[src/rtl/i2c_rs_pkg.sv]
package i2c_rs_pkg;

    typedef enum logic [3:0] {
        S_IDLE,
        S_ADDR,
        S_AACK,
        S_PTR,
        S_PACK,
        S_WDATA,
        S_WACK,
        S_RDATA,
        S_RACK,
        S_WAIT
    } slv_state_e;

    localparam int BYTE_W = 8;

endpackage

[src/rtl/i2c_rs_sync.sv]
module i2c_rs_sync #(
    parameter int STAGES = 2
) (
    input  logic clk,
    input  logic rst_n,
    input  logic scl_i,
    input  logic sda_i,
    output logic sda_s,
    output logic scl_rise,
    output logic scl_fall,
    output logic start_det,
    output logic stop_det
);

    logic [STAGES-1:0] scl_sh;
    logic [STAGES-1:0] sda_sh;
    logic              scl_d;
    logic              sda_d;
    logic              scl_s;

    // lines idle high, so reset to 1 to avoid a false START
    generate
        if (STAGES == 1) begin : g_one
            always_ff @(posedge clk or negedge rst_n) begin
                if (!rst_n) begin
                    scl_sh <= '1;
                    sda_sh <= '1;
                end else begin
                    scl_sh <= scl_i;
                    sda_sh <= sda_i;
                end
            end
        end else begin : g_multi
            always_ff @(posedge clk or negedge rst_n) begin
                if (!rst_n) begin
                    scl_sh <= '1;
                    sda_sh <= '1;
                end else begin
                    scl_sh <= {scl_sh[STAGES-2:0], scl_i};
                    sda_sh <= {sda_sh[STAGES-2:0], sda_i};
                end
            end
        end
    endgenerate

    always_ff @(posedge clk or negedge rst_n) begin
        if (!rst_n) begin
            scl_d <= 1'b1;
            sda_d <= 1'b1;
        end else begin
            scl_d <= scl_s;
            sda_d <= sda_s;
        end
    end

    assign scl_s     = scl_sh[STAGES-1];
    assign sda_s     = sda_sh[STAGES-1];
    assign scl_rise  = scl_s & ~scl_d;
    assign scl_fall  = ~scl_s & scl_d;
    assign start_det = scl_s & scl_d & sda_d & ~sda_s;
    assign stop_det  = scl_s & scl_d & ~sda_d & sda_s;

endmodule

[src/rtl/i2c_rs_fsm.sv]
module i2c_rs_fsm
    import i2c_rs_pkg::*;
#(
    parameter int         PTR_W    = 6,
    parameter logic [6:0] DEV_ADDR = 7'b1101000
) (
    input  logic              clk,
    input  logic              rst_n,
    input  logic              sda_s,
    input  logic              scl_rise,
    input  logic              scl_fall,
    input  logic              start_det,
    input  logic              stop_det,
    input  logic [BYTE_W-1:0] rdata,
    output logic [PTR_W-1:0]  ptr_o,
    output logic [BYTE_W-1:0] wdata_o,
    output logic              we_o,
    output logic              sda_oe_o,
    output logic              active_o,
    output slv_state_e        state_o
);

    localparam int          CNT_W    = $clog2(BYTE_W + 1);
    localparam logic [CNT_W-1:0] CNT_FULL = CNT_W'(BYTE_W);
    localparam logic [CNT_W-1:0] CNT_LAST = CNT_W'(BYTE_W - 1);

    slv_state_e         state_q, state_n;
    logic [BYTE_W-1:0]  rx_q;
    logic [BYTE_W-1:0]  tx_q;
    logic [CNT_W-1:0]   cnt_q;
    logic [PTR_W-1:0]   ptr_q;
    logic               rw_q;
    logic               mack_q;
    logic               oe_q;
    logic               we_q;
    logic [BYTE_W-1:0]  wdata_q;
    logic               active_q;
    logic               byte_done;
    logic               addr_hit;
    logic               tx_done;

    assign byte_done = scl_fall && (cnt_q == CNT_FULL);
    assign tx_done   = scl_fall && (cnt_q == CNT_LAST);
    assign addr_hit  = (rx_q[BYTE_W-1:1] == DEV_ADDR);

    // next-state logic
    always_comb begin
        state_n = state_q;
        if (stop_det) begin
            state_n = S_IDLE;
        end else if (start_det) begin
            state_n = S_ADDR;
        end else begin
            unique case (state_q)
                S_IDLE:  state_n = S_IDLE;
                S_ADDR:  if (byte_done) state_n = addr_hit ? S_AACK : S_WAIT;
                S_AACK:  if (scl_fall)  state_n = rw_q ? S_RDATA : S_PTR;
                S_PTR:   if (byte_done) state_n = S_PACK;
                S_PACK:  if (scl_fall)  state_n = S_WDATA;
                S_WDATA: if (byte_done) state_n = S_WACK;
                S_WACK:  if (scl_fall)  state_n = S_WDATA;
                S_RDATA: if (tx_done)   state_n = S_RACK;
                S_RACK:  if (scl_fall)  state_n = mack_q ? S_RDATA : S_WAIT;
                S_WAIT:  state_n = S_WAIT;
                default: state_n = S_IDLE;
            endcase
        end
    end

    // state register
    always_ff @(posedge clk or negedge rst_n) begin
        if (!rst_n) state_q <= S_IDLE;
        else        state_q <= state_n;
    end

    // datapath and outputs
    always_ff @(posedge clk or negedge rst_n) begin
        if (!rst_n) begin
            rx_q     <= '0;
            tx_q     <= '0;
            cnt_q    <= '0;
            ptr_q    <= '0;
            rw_q     <= 1'b0;
            mack_q   <= 1'b0;
            oe_q     <= 1'b0;
            we_q     <= 1'b0;
            wdata_q  <= '0;
            active_q <= 1'b0;
        end else begin
            we_q <= 1'b0;
            if (stop_det) begin
                oe_q     <= 1'b0;
                cnt_q    <= '0;
                active_q <= 1'b0;
            end else if (start_det) begin
                oe_q  <= 1'b0;
                cnt_q <= '0;
            end else begin
                unique case (state_q)
                    S_ADDR, S_PTR, S_WDATA: begin
                        if (scl_rise) begin
                            rx_q  <= {rx_q[BYTE_W-2:0], sda_s};
                            cnt_q <= cnt_q + 1'b1;
                        end
                        if (byte_done) begin
                            cnt_q <= '0;
                            if (state_q == S_ADDR) begin
                                if (addr_hit) begin
                                    oe_q     <= 1'b1;
                                    rw_q     <= rx_q[0];
                                    active_q <= 1'b1;
                                end
                            end else if (state_q == S_PTR) begin
                                ptr_q <= rx_q[PTR_W-1:0];
                                oe_q  <= 1'b1;
                            end else begin
                                wdata_q <= rx_q;
                                we_q    <= 1'b1;
                                oe_q    <= 1'b1;
                            end
                        end
                    end
                    S_AACK: begin
                        if (scl_fall) begin
                            cnt_q <= '0;
                            if (rw_q) begin
                                tx_q <= rdata;
                                oe_q <= ~rdata[BYTE_W-1];
                            end else begin
                                oe_q <= 1'b0;
                            end
                        end
                    end
                    S_PACK: begin
                        if (scl_fall) oe_q <= 1'b0;
                    end
                    S_WACK: begin
                        if (scl_fall) begin
                            oe_q  <= 1'b0;
                            ptr_q <= ptr_q + 1'b1;
                        end
                    end
                    S_RDATA: begin
                        if (tx_done) begin
                            oe_q  <= 1'b0;
                            cnt_q <= '0;
                        end else if (scl_fall) begin
                            tx_q  <= {tx_q[BYTE_W-2:0], 1'b0};
                            oe_q  <= ~tx_q[BYTE_W-2];
                            cnt_q <= cnt_q + 1'b1;
                        end
                    end
                    S_RACK: begin
                        if (scl_rise) begin
                            mack_q <= ~sda_s;
                            if (!sda_s) ptr_q <= ptr_q + 1'b1;
                        end
                        if (scl_fall && mack_q) begin
                            tx_q  <= rdata;
                            oe_q  <= ~rdata[BYTE_W-1];
                            cnt_q <= '0;
                        end
                    end
                    S_IDLE, S_WAIT: oe_q <= 1'b0;
                    default:        oe_q <= 1'b0;
                endcase
            end
        end
    end

    assign ptr_o    = ptr_q;
    assign wdata_o  = wdata_q;
    assign we_o     = we_q;
    assign sda_oe_o = oe_q;
    assign active_o = active_q;
    assign state_o  = state_q;

endmodule

[src/rtl/i2c_rs_freeze.sv]
module i2c_rs_freeze #(
    parameter int PTR_W    = 6,
    parameter int CLK_REGS = 8
) (
    input  logic             clk,
    input  logic             rst_n,
    input  logic             tick_i,
    input  logic             active_i,
    input  logic [PTR_W-1:0] ptr_i,
    output logic             freeze_o,
    output logic             upd_o
);

    localparam logic [PTR_W-1:0] CLK_LIM = PTR_W'(CLK_REGS);

    logic pend_q;
    logic upd_q;
    logic frz;

    assign frz = active_i && (ptr_i < CLK_LIM);

    always_ff @(posedge clk or negedge rst_n) begin
        if (!rst_n) begin
            pend_q <= 1'b0;
            upd_q  <= 1'b0;
        end else begin
            upd_q  <= !frz && (tick_i || pend_q);
            pend_q <= frz && (pend_q || tick_i);
        end
    end

    assign freeze_o = frz;
    assign upd_o    = upd_q;

endmodule

[src/rtl/i2c_reg_slave.sv]
module i2c_reg_slave
    import i2c_rs_pkg::*;
#(
    parameter int         PTR_W    = 6,
    parameter int         CLK_REGS = 8,
    parameter int         SYNC_STG = 2,
    parameter logic [6:0] DEV_ADDR = 7'b1101000
) (
    input  logic              clk,
    input  logic              rst_n,
    input  logic              scl_i,
    input  logic              sda_i,
    output logic              sda_oe_o,
    input  logic              tick_i,
    output logic              upd_o,
    output logic              freeze_o,
    output logic [PTR_W-1:0]  reg_addr_o,
    output logic [BYTE_W-1:0] reg_wdata_o,
    output logic              reg_we_o,
    input  logic [BYTE_W-1:0] reg_rdata_i
);

    logic       sda_s;
    logic       scl_rise;
    logic       scl_fall;
    logic       start_det;
    logic       stop_det;
    logic       active;
    logic [PTR_W-1:0] ptr;
    slv_state_e fsm_state;

    i2c_rs_sync #(.STAGES(SYNC_STG)) u_sync (
        .clk       (clk),
        .rst_n     (rst_n),
        .scl_i     (scl_i),
        .sda_i     (sda_i),
        .sda_s     (sda_s),
        .scl_rise  (scl_rise),
        .scl_fall  (scl_fall),
        .start_det (start_det),
        .stop_det  (stop_det)
    );

    i2c_rs_fsm #(.PTR_W(PTR_W), .DEV_ADDR(DEV_ADDR)) u_fsm (
        .clk       (clk),
        .rst_n     (rst_n),
        .sda_s     (sda_s),
        .scl_rise  (scl_rise),
        .scl_fall  (scl_fall),
        .start_det (start_det),
        .stop_det  (stop_det),
        .rdata     (reg_rdata_i),
        .ptr_o     (ptr),
        .wdata_o   (reg_wdata_o),
        .we_o      (reg_we_o),
        .sda_oe_o  (sda_oe_o),
        .active_o  (active),
        .state_o   (fsm_state)
    );

    i2c_rs_freeze #(.PTR_W(PTR_W), .CLK_REGS(CLK_REGS)) u_frz (
        .clk      (clk),
        .rst_n    (rst_n),
        .tick_i   (tick_i),
        .active_i (active),
        .ptr_i    (ptr),
        .freeze_o (freeze_o),
        .upd_o    (upd_o)
    );

    assign reg_addr_o = ptr;

endmodule

[config.mk]
export PLATFORM = sky130hd
export DESIGN_NAME = i2c_reg_slave
export DESIGN_NICKNAME = d
export VERILOG_FILES = /design/src/rtl/i2c_rs_pkg.sv /design/src/rtl/i2c_rs_sync.sv /design/src/rtl/i2c_rs_fsm.sv /design/src/rtl/i2c_rs_freeze.sv /design/src/rtl/i2c_reg_slave.sv
export SDC_FILE = /design/constraint.sdc
export NUM_CORES = 1
export LEC_CHECK = 0
export CORE_ASPECT_RATIO = 1.2
export CORE_UTILIZATION = 50
export DETAILED_ROUTE_END_ITERATION = 8
export PLACE_DENSITY_LB_ADDON = 0.3
export SYNTH_ARGS = -nofsm -noshare
export SYNTH_HDL_FRONTEND = slang
export SYNTH_SLANG_ARGS = --single-unit
[constraint.sdc]
create_clock -name clk -period 5.51 [get_ports clk]
set_clock_uncertainty 0.1 [all_clocks]
set_input_delay 1.102 -clock clk [delete_from_list [all_inputs] [get_ports clk]]
set_output_delay 1.102 -clock clk [all_outputs]
set_load 0.005 [all_outputs]
Word level (Yosys, flattened, before mapping)
Cells that the tools add are included.
{ "totals": {"elab_cells": 158, "register_bits": 50, "inputBits": 13, "out_inout_bits": 18} }
{ "op_classes": {"magnitude_cmp": 1, "eq_ne": 36, "n_bitwise": 17, "reduce_logical": 27, "n_mux": 58, "addsub": 2} }
{ "op_table": {"columns": ["op", "count"], "rows": [
  ["$mux W4", 19],
  ["$mux W6", 6],
  ["$mux W7", 5],
  ["$ne A4 B3 Y1 const B", 8],
  ["$pmux W4 S8", 1],
  ["$mux W1", 22],
  ["$pmux W7 S3", 1],
  ["$eq A4 B3 Y1 const B", 5],
  ["$pmux W6 S3", 1],
  ["$reduce_and A6 Y1", 3],
  ["$ne A2 B1 Y1 const B", 8],
  ["$pmux W4 S4", 1],
  ["$eq A4 B4 Y1 const B", 3],
  ["$ne A5 B4 Y1 const B", 2],
  ["$not A1 Y1", 10],
  ["$reduce_and A5 Y1", 2],
  ["$reduce_and A9 Y1", 1],
  ["$eq A4 B2 Y1 const B", 2],
  ["$ne A2 B2 Y1 const B", 4],
  ["$reduce_and A4 Y1", 2],
  ["$reduce_and A8 Y1", 1],
  ["$reduce_bool A2 Y1", 4],
  ["$and A1 B1 Y1", 7],
  ["$eq A7 B7 Y1 const B", 1],
  ["other kinds (16)", 22]
]} }

Logic depth before layout (Yosys ltp)
{ "depth": {"depth_word": 7, "ltp_mapped": 7, "mapped_depth_nobuf": 6} }

Modules after synthesis
From an unflattened synthesis, not the netlist that was laid out.
{ "unflattened": {"cells_unflattened": 256, "area_unflattened_um2": 2735.1} }
{ "modules_own_cells": {"columns": ["mod", "seq_area_each_um2", "cells_per_inst", "area_each_um2", "n_inst"], "rows": [
  ["i2c_rs_fsm", 1051.0, 240, 2454.9, 1],
  ["i2c_rs_sync", 157.7, 10, 190.2, 1],
  ["i2c_rs_freeze", 50.0, 6, 90.1, 1]
]} }

Worst setup path before layout
No wires, ideal clock.
{ "synth_timing": {"path_type": "reg-to-output", "from": "register u_fsm.ptr_q[3], in the netlist u_fsm.ptr_o[3]", "to": "output freeze_o", "arrival_time_ns": 0.889, "n_path_buf": 0, "t_required_ns": 4.308, "slack_ns": 3.419, "path_stages_with_launch": 2, "cell_sequence": "dfrtp_1 > nor4b_1"} }
{ "synth_between": {"elab_chain_len": 2} }
{ "synth_rtl": {"columns": ["item", "line", "text"], "rows": [
  ["from (decl)", "i2c_rs_fsm.sv:31", "logic [PTR_W-1:0] ptr_q;"],
  ["from (signal assigned)", "i2c_rs_fsm.sv:114", "ptr_q <= rx_q[PTR_W-1:0];"],
  ["from (signal assigned)", "i2c_rs_fsm.sv:140", "ptr_q <= ptr_q + 1'b1;"],
  ["from (signal assigned)", "i2c_rs_fsm.sv:156", "if (!sda_s) ptr_q <= ptr_q + 1'b1;"],
  ["$lt A6 B4 Y1", "i2c_rs_freeze.sv:20", "assign frz = active_i && (ptr_i < CLK_LIM);"],
  ["$logic_and A1 B1 Y1", "i2c_rs_freeze.sv:20", null],
  ["to (decl)", "i2c_reg_slave.sv:16", "output logic freeze_o,"]
]} }
No other way between the ends.

Final worst setup path
Same ends and word-level chain as after synthesis.

==> impl_metrics.ini <==
[synth]
ys.flop_type = dfrtp_1
synthCells = 276
yosys_warnings = 0
async_flop_share_pct = 100
syn_avg_cell_area_sq_um = 10.1
synth_edf_count = 0
syn_nets = 292
yosysUniqueCellTypes = 67
synth_area_sq_um = 2780
synth_seq_cells = 50
yosysSeqAreaShare_pct = 45.3

[timing]
drv_slew = 0
worst_pin_slew_ns = 0.772
clock.fmax_ghz = 0.334
hold_viol = 0
setup_viol = 0
fin_crit_ns = 3.00
post-route-period-util_pct = 54.4
max_slew_margin_pct = 48.4
holdWs_ns = 0.260
tns_ns = 0
rsz0062_at_grt = false

[drt]
dr.pass1.iters = 6
wl_per_cell_microns = 16.5
viasPerCell = 6.17
antenna_left = 0
drt-total-wl_microns = 6020
dr_total_vias = 2246
drtIter0Drc = 198
drc = 0

[worst_setup_path]
cp_cell_sequence = nor4b_1, clkdlybuf4s50_1
cpPeakStageDelay_ns = 0.59
cp.arrival_ns = 1.80
crit_buf_inv = 1
cp_slowest_cell = clkdlybuf4s50_1
cp-end-kind = primary output
crit_path_start_kind = flop
cp.required_ns = 4.31
worstSetupPathType = reg -> out
cp_max_fo = 6
cpLargestDelayFamily = buffers and inverters

[floorplanning]
start_util_pct = 52.1
num_rows = 29
io_pins = 31
die_w_microns = 70.0
die_height_microns = 83.6
coreArea_sq_um = 5330
dieArea_sq_um = 5860

[clock_network]
root_buffer = clkbuf_8
post_cts_resized = 0
cts_sinks = 50
path_clk_slew_ns = 0.09
hold_buffers = 0
cts_made_buffers = 5
clock_latency_ns = 0.31
cts_setup_buffers = 0
cts_tree = done
cts_buffer_depth = 2
h-tree-depth = 2

[run_status]
outcome = finished clean

[power]
clkPwrFrac_pct = 13.8
p_sw_share_pct = 41.0
intPower_w = 0.000908
power_frac_seq_pct = 43.1
combPwrFrac_pct = 43.1
power_switching_w = 0.000631
p_per_area_nw_per_um2 = 484
vdd_drop_max_uv = 295
power_leakage_nw = 1.31

[placement]
portBuffers = 30
post-dp-hpwl_microns = 4170
gp_congestion = 0.943

[grt]
antenna_found_initial = 0
grt_start_max_net_pins = 51
grt_pass1_vias = 2119
grt_pass1_wl_microns = 10100
grt.overflow.total = 0
grt_use_total_pct = 21.5

[cells_and_area]
antenna_cells = 0
final_nets = 317
final_layout_size_suffix_gt1_share_pct = 15.2
num-fill-cells = 456
area_growth_pct = 14.5

[flow_run]
maxCapViolCount = 0

[worst_hold_path]
hold_class = reg -> reg
path summary, 6_finish.rpt:
path / slack (ns) / startpoint / depth (start not counted) / end
max: 2.51 / u_fsm.ptr_o[3] / 2 / freeze_o
min: 0.26 / u_sync.sda_sh[0] / 0 / u_sync.sda_sh[1]
max reg2reg: 2.77 / u_fsm.state_o[2] / 4 / u_fsm.tx_q[1]
min reg2reg: 0.26 / u_sync.sda_sh[0] / 0 / u_sync.sda_sh[1]
max in group asynchronous: 4.10 / rst_n / 2 / u_fsm.mack_q
min in group asynchronous: 0.77 / rst_n / 2 / u_fsm.sda_oe_o
synthesized netlist by cell type, drive strengths merged (3+ instances only):
cell | number | area share, %
nand2 | 20 | 2.7
nor2b | 6 | 1.4
dfstp | 6 | 5.7
and3 | 3 | 0.72
nand4b | 3 | 0.95
a2bb2oi | 4 | 1.3
buf | 11 | 2.0
o22ai | 3 | 0.68
o21ai | 13 | 2.3
nand2b | 6 | 1.4
a21oi | 13 | 2.9
nor2 | 20 | 2.7
nor3 | 7 | 1.3
a31oi | 13 | 2.9
nor4 | 3 | 1.2
mux2 | 19 | 7.7
a211o | 5 | 1.6
inv | 11 | 1.5
ha | 3 | 1.4
nand3 | 8 | 1.4
dfrtp | 44 | 40
nor4b | 3 | 1.2
o211ai | 4 | 1.3
a211oi | 5 | 1.5
cells by family after synthesis:
| kind of cell | share of synthesized area, % |
|---|---|
| xor gates and xnor gates | 0.316 |
| AOI/OAI and AO/OA | 20.3 |
| buffers and inverters | 3.74 |
| DFF | 45.3 |
| adders and majority gates | 1.35 |
| muxes | 8.07 |
| and+or+nand+nor | 20.9 |
sequential cells by signal, indices dropped and copies added, names as in the netlist, 2 cells and up:
name,flops
u_fsm.rx_q,8
u_fsm.wdata_o,8
u_sync.scl_sh,2
u_fsm.tx_q,7
u_fsm.ptr_o,6
u_fsm.state_o,4
u_sync.sda_sh,2
u_fsm.cnt_q,4
through the flow:
stage               instance area, sq um  total power [W]  instances  utilization (%)  worst slack [ns]
finish                              3180          0.00154        364             59.6              2.51
global route                        3180          0.00166        364             59.6              2.35
detailed placement                  3090          0.00132        356             58.0              2.81
global placement                    3090          0.00131        356             58.0              2.85
CTS                                 3180          0.00154        364             59.6              2.49
floorplan                           2780          0.00113        276                -              3.42
per-layer routing:
metal	vias up	GRT usage (%)	routed length [microns]
li1	1084	-	-
met1	1093	28.1	2750
met2	61	34.7	2920
met3	8	4.47	266
met4	0	8.55	87
met5	-	0	0
power by group through the flow:
stage,sequential (W),clock [W],combinational [W]
finish,0.000663,0.000212,0.000663
global route,0.000688,0.000236,0.000736
detailed placement,0.000666,0,0.000656
floorplan,0.000575,0,0.000552
global placement,0.000660,0,0.000651
CTS,0.000660,0.000220,0.000662
layout make-up:
class                           count  area (sq um)  area share (%)
Multi-Input combinational cell    202          1410            44.5
Sequential cell                    50          1260            39.6
Timing Repair Buffer               31           303            9.53
Tap cell                           62          77.6            2.44
Clock buffer                        7          76.3            2.40
Inverter                           11          41.3            1.30
Clock inverter                      1          7.51           0.236
placed cells by master (no fill, tap or decap), types with 3 or more instances in the layout:
cell | Yosys | routed
a211o_1 | 5 | 5
a211oi_1 | 4 | 4
a21oi_1 | 11 | 11
a2bb2oi_1 | 4 | 4
a31oi_1 | 13 | 13
clkbuf_8 | 0 | 5
clkdlybuf4s50_1 | 0 | 29
dfrtp_1 | 44 | 44
dfstp_2 | 6 | 6
ha_1 | 3 | 3
inv_1 | 11 | 11
mux2_2 | 19 | 19
nand2_1 | 20 | 20
nand2b_1 | 5 | 5
nand3_1 | 8 | 8
nand4b_1 | 3 | 3
nor2_1 | 20 | 20
nor2b_1 | 6 | 6
nor3_1 | 7 | 7
o211ai_1 | 3 | 3
o21ai_0 | 12 | 12
o22ai_1 | 3 | 3
worst register-to-register path: cells and delay by family (launching register included):
| family | cells | cell delay, ns |
|---|---|---|
| AO/OA/AOI/OAI | 3 | 1.15 |
| flip-flops | 1 | 0.80 |
| AND/OR/NAND/NOR | 1 | 0.52 |
Power figures use the tool's default switching activity.
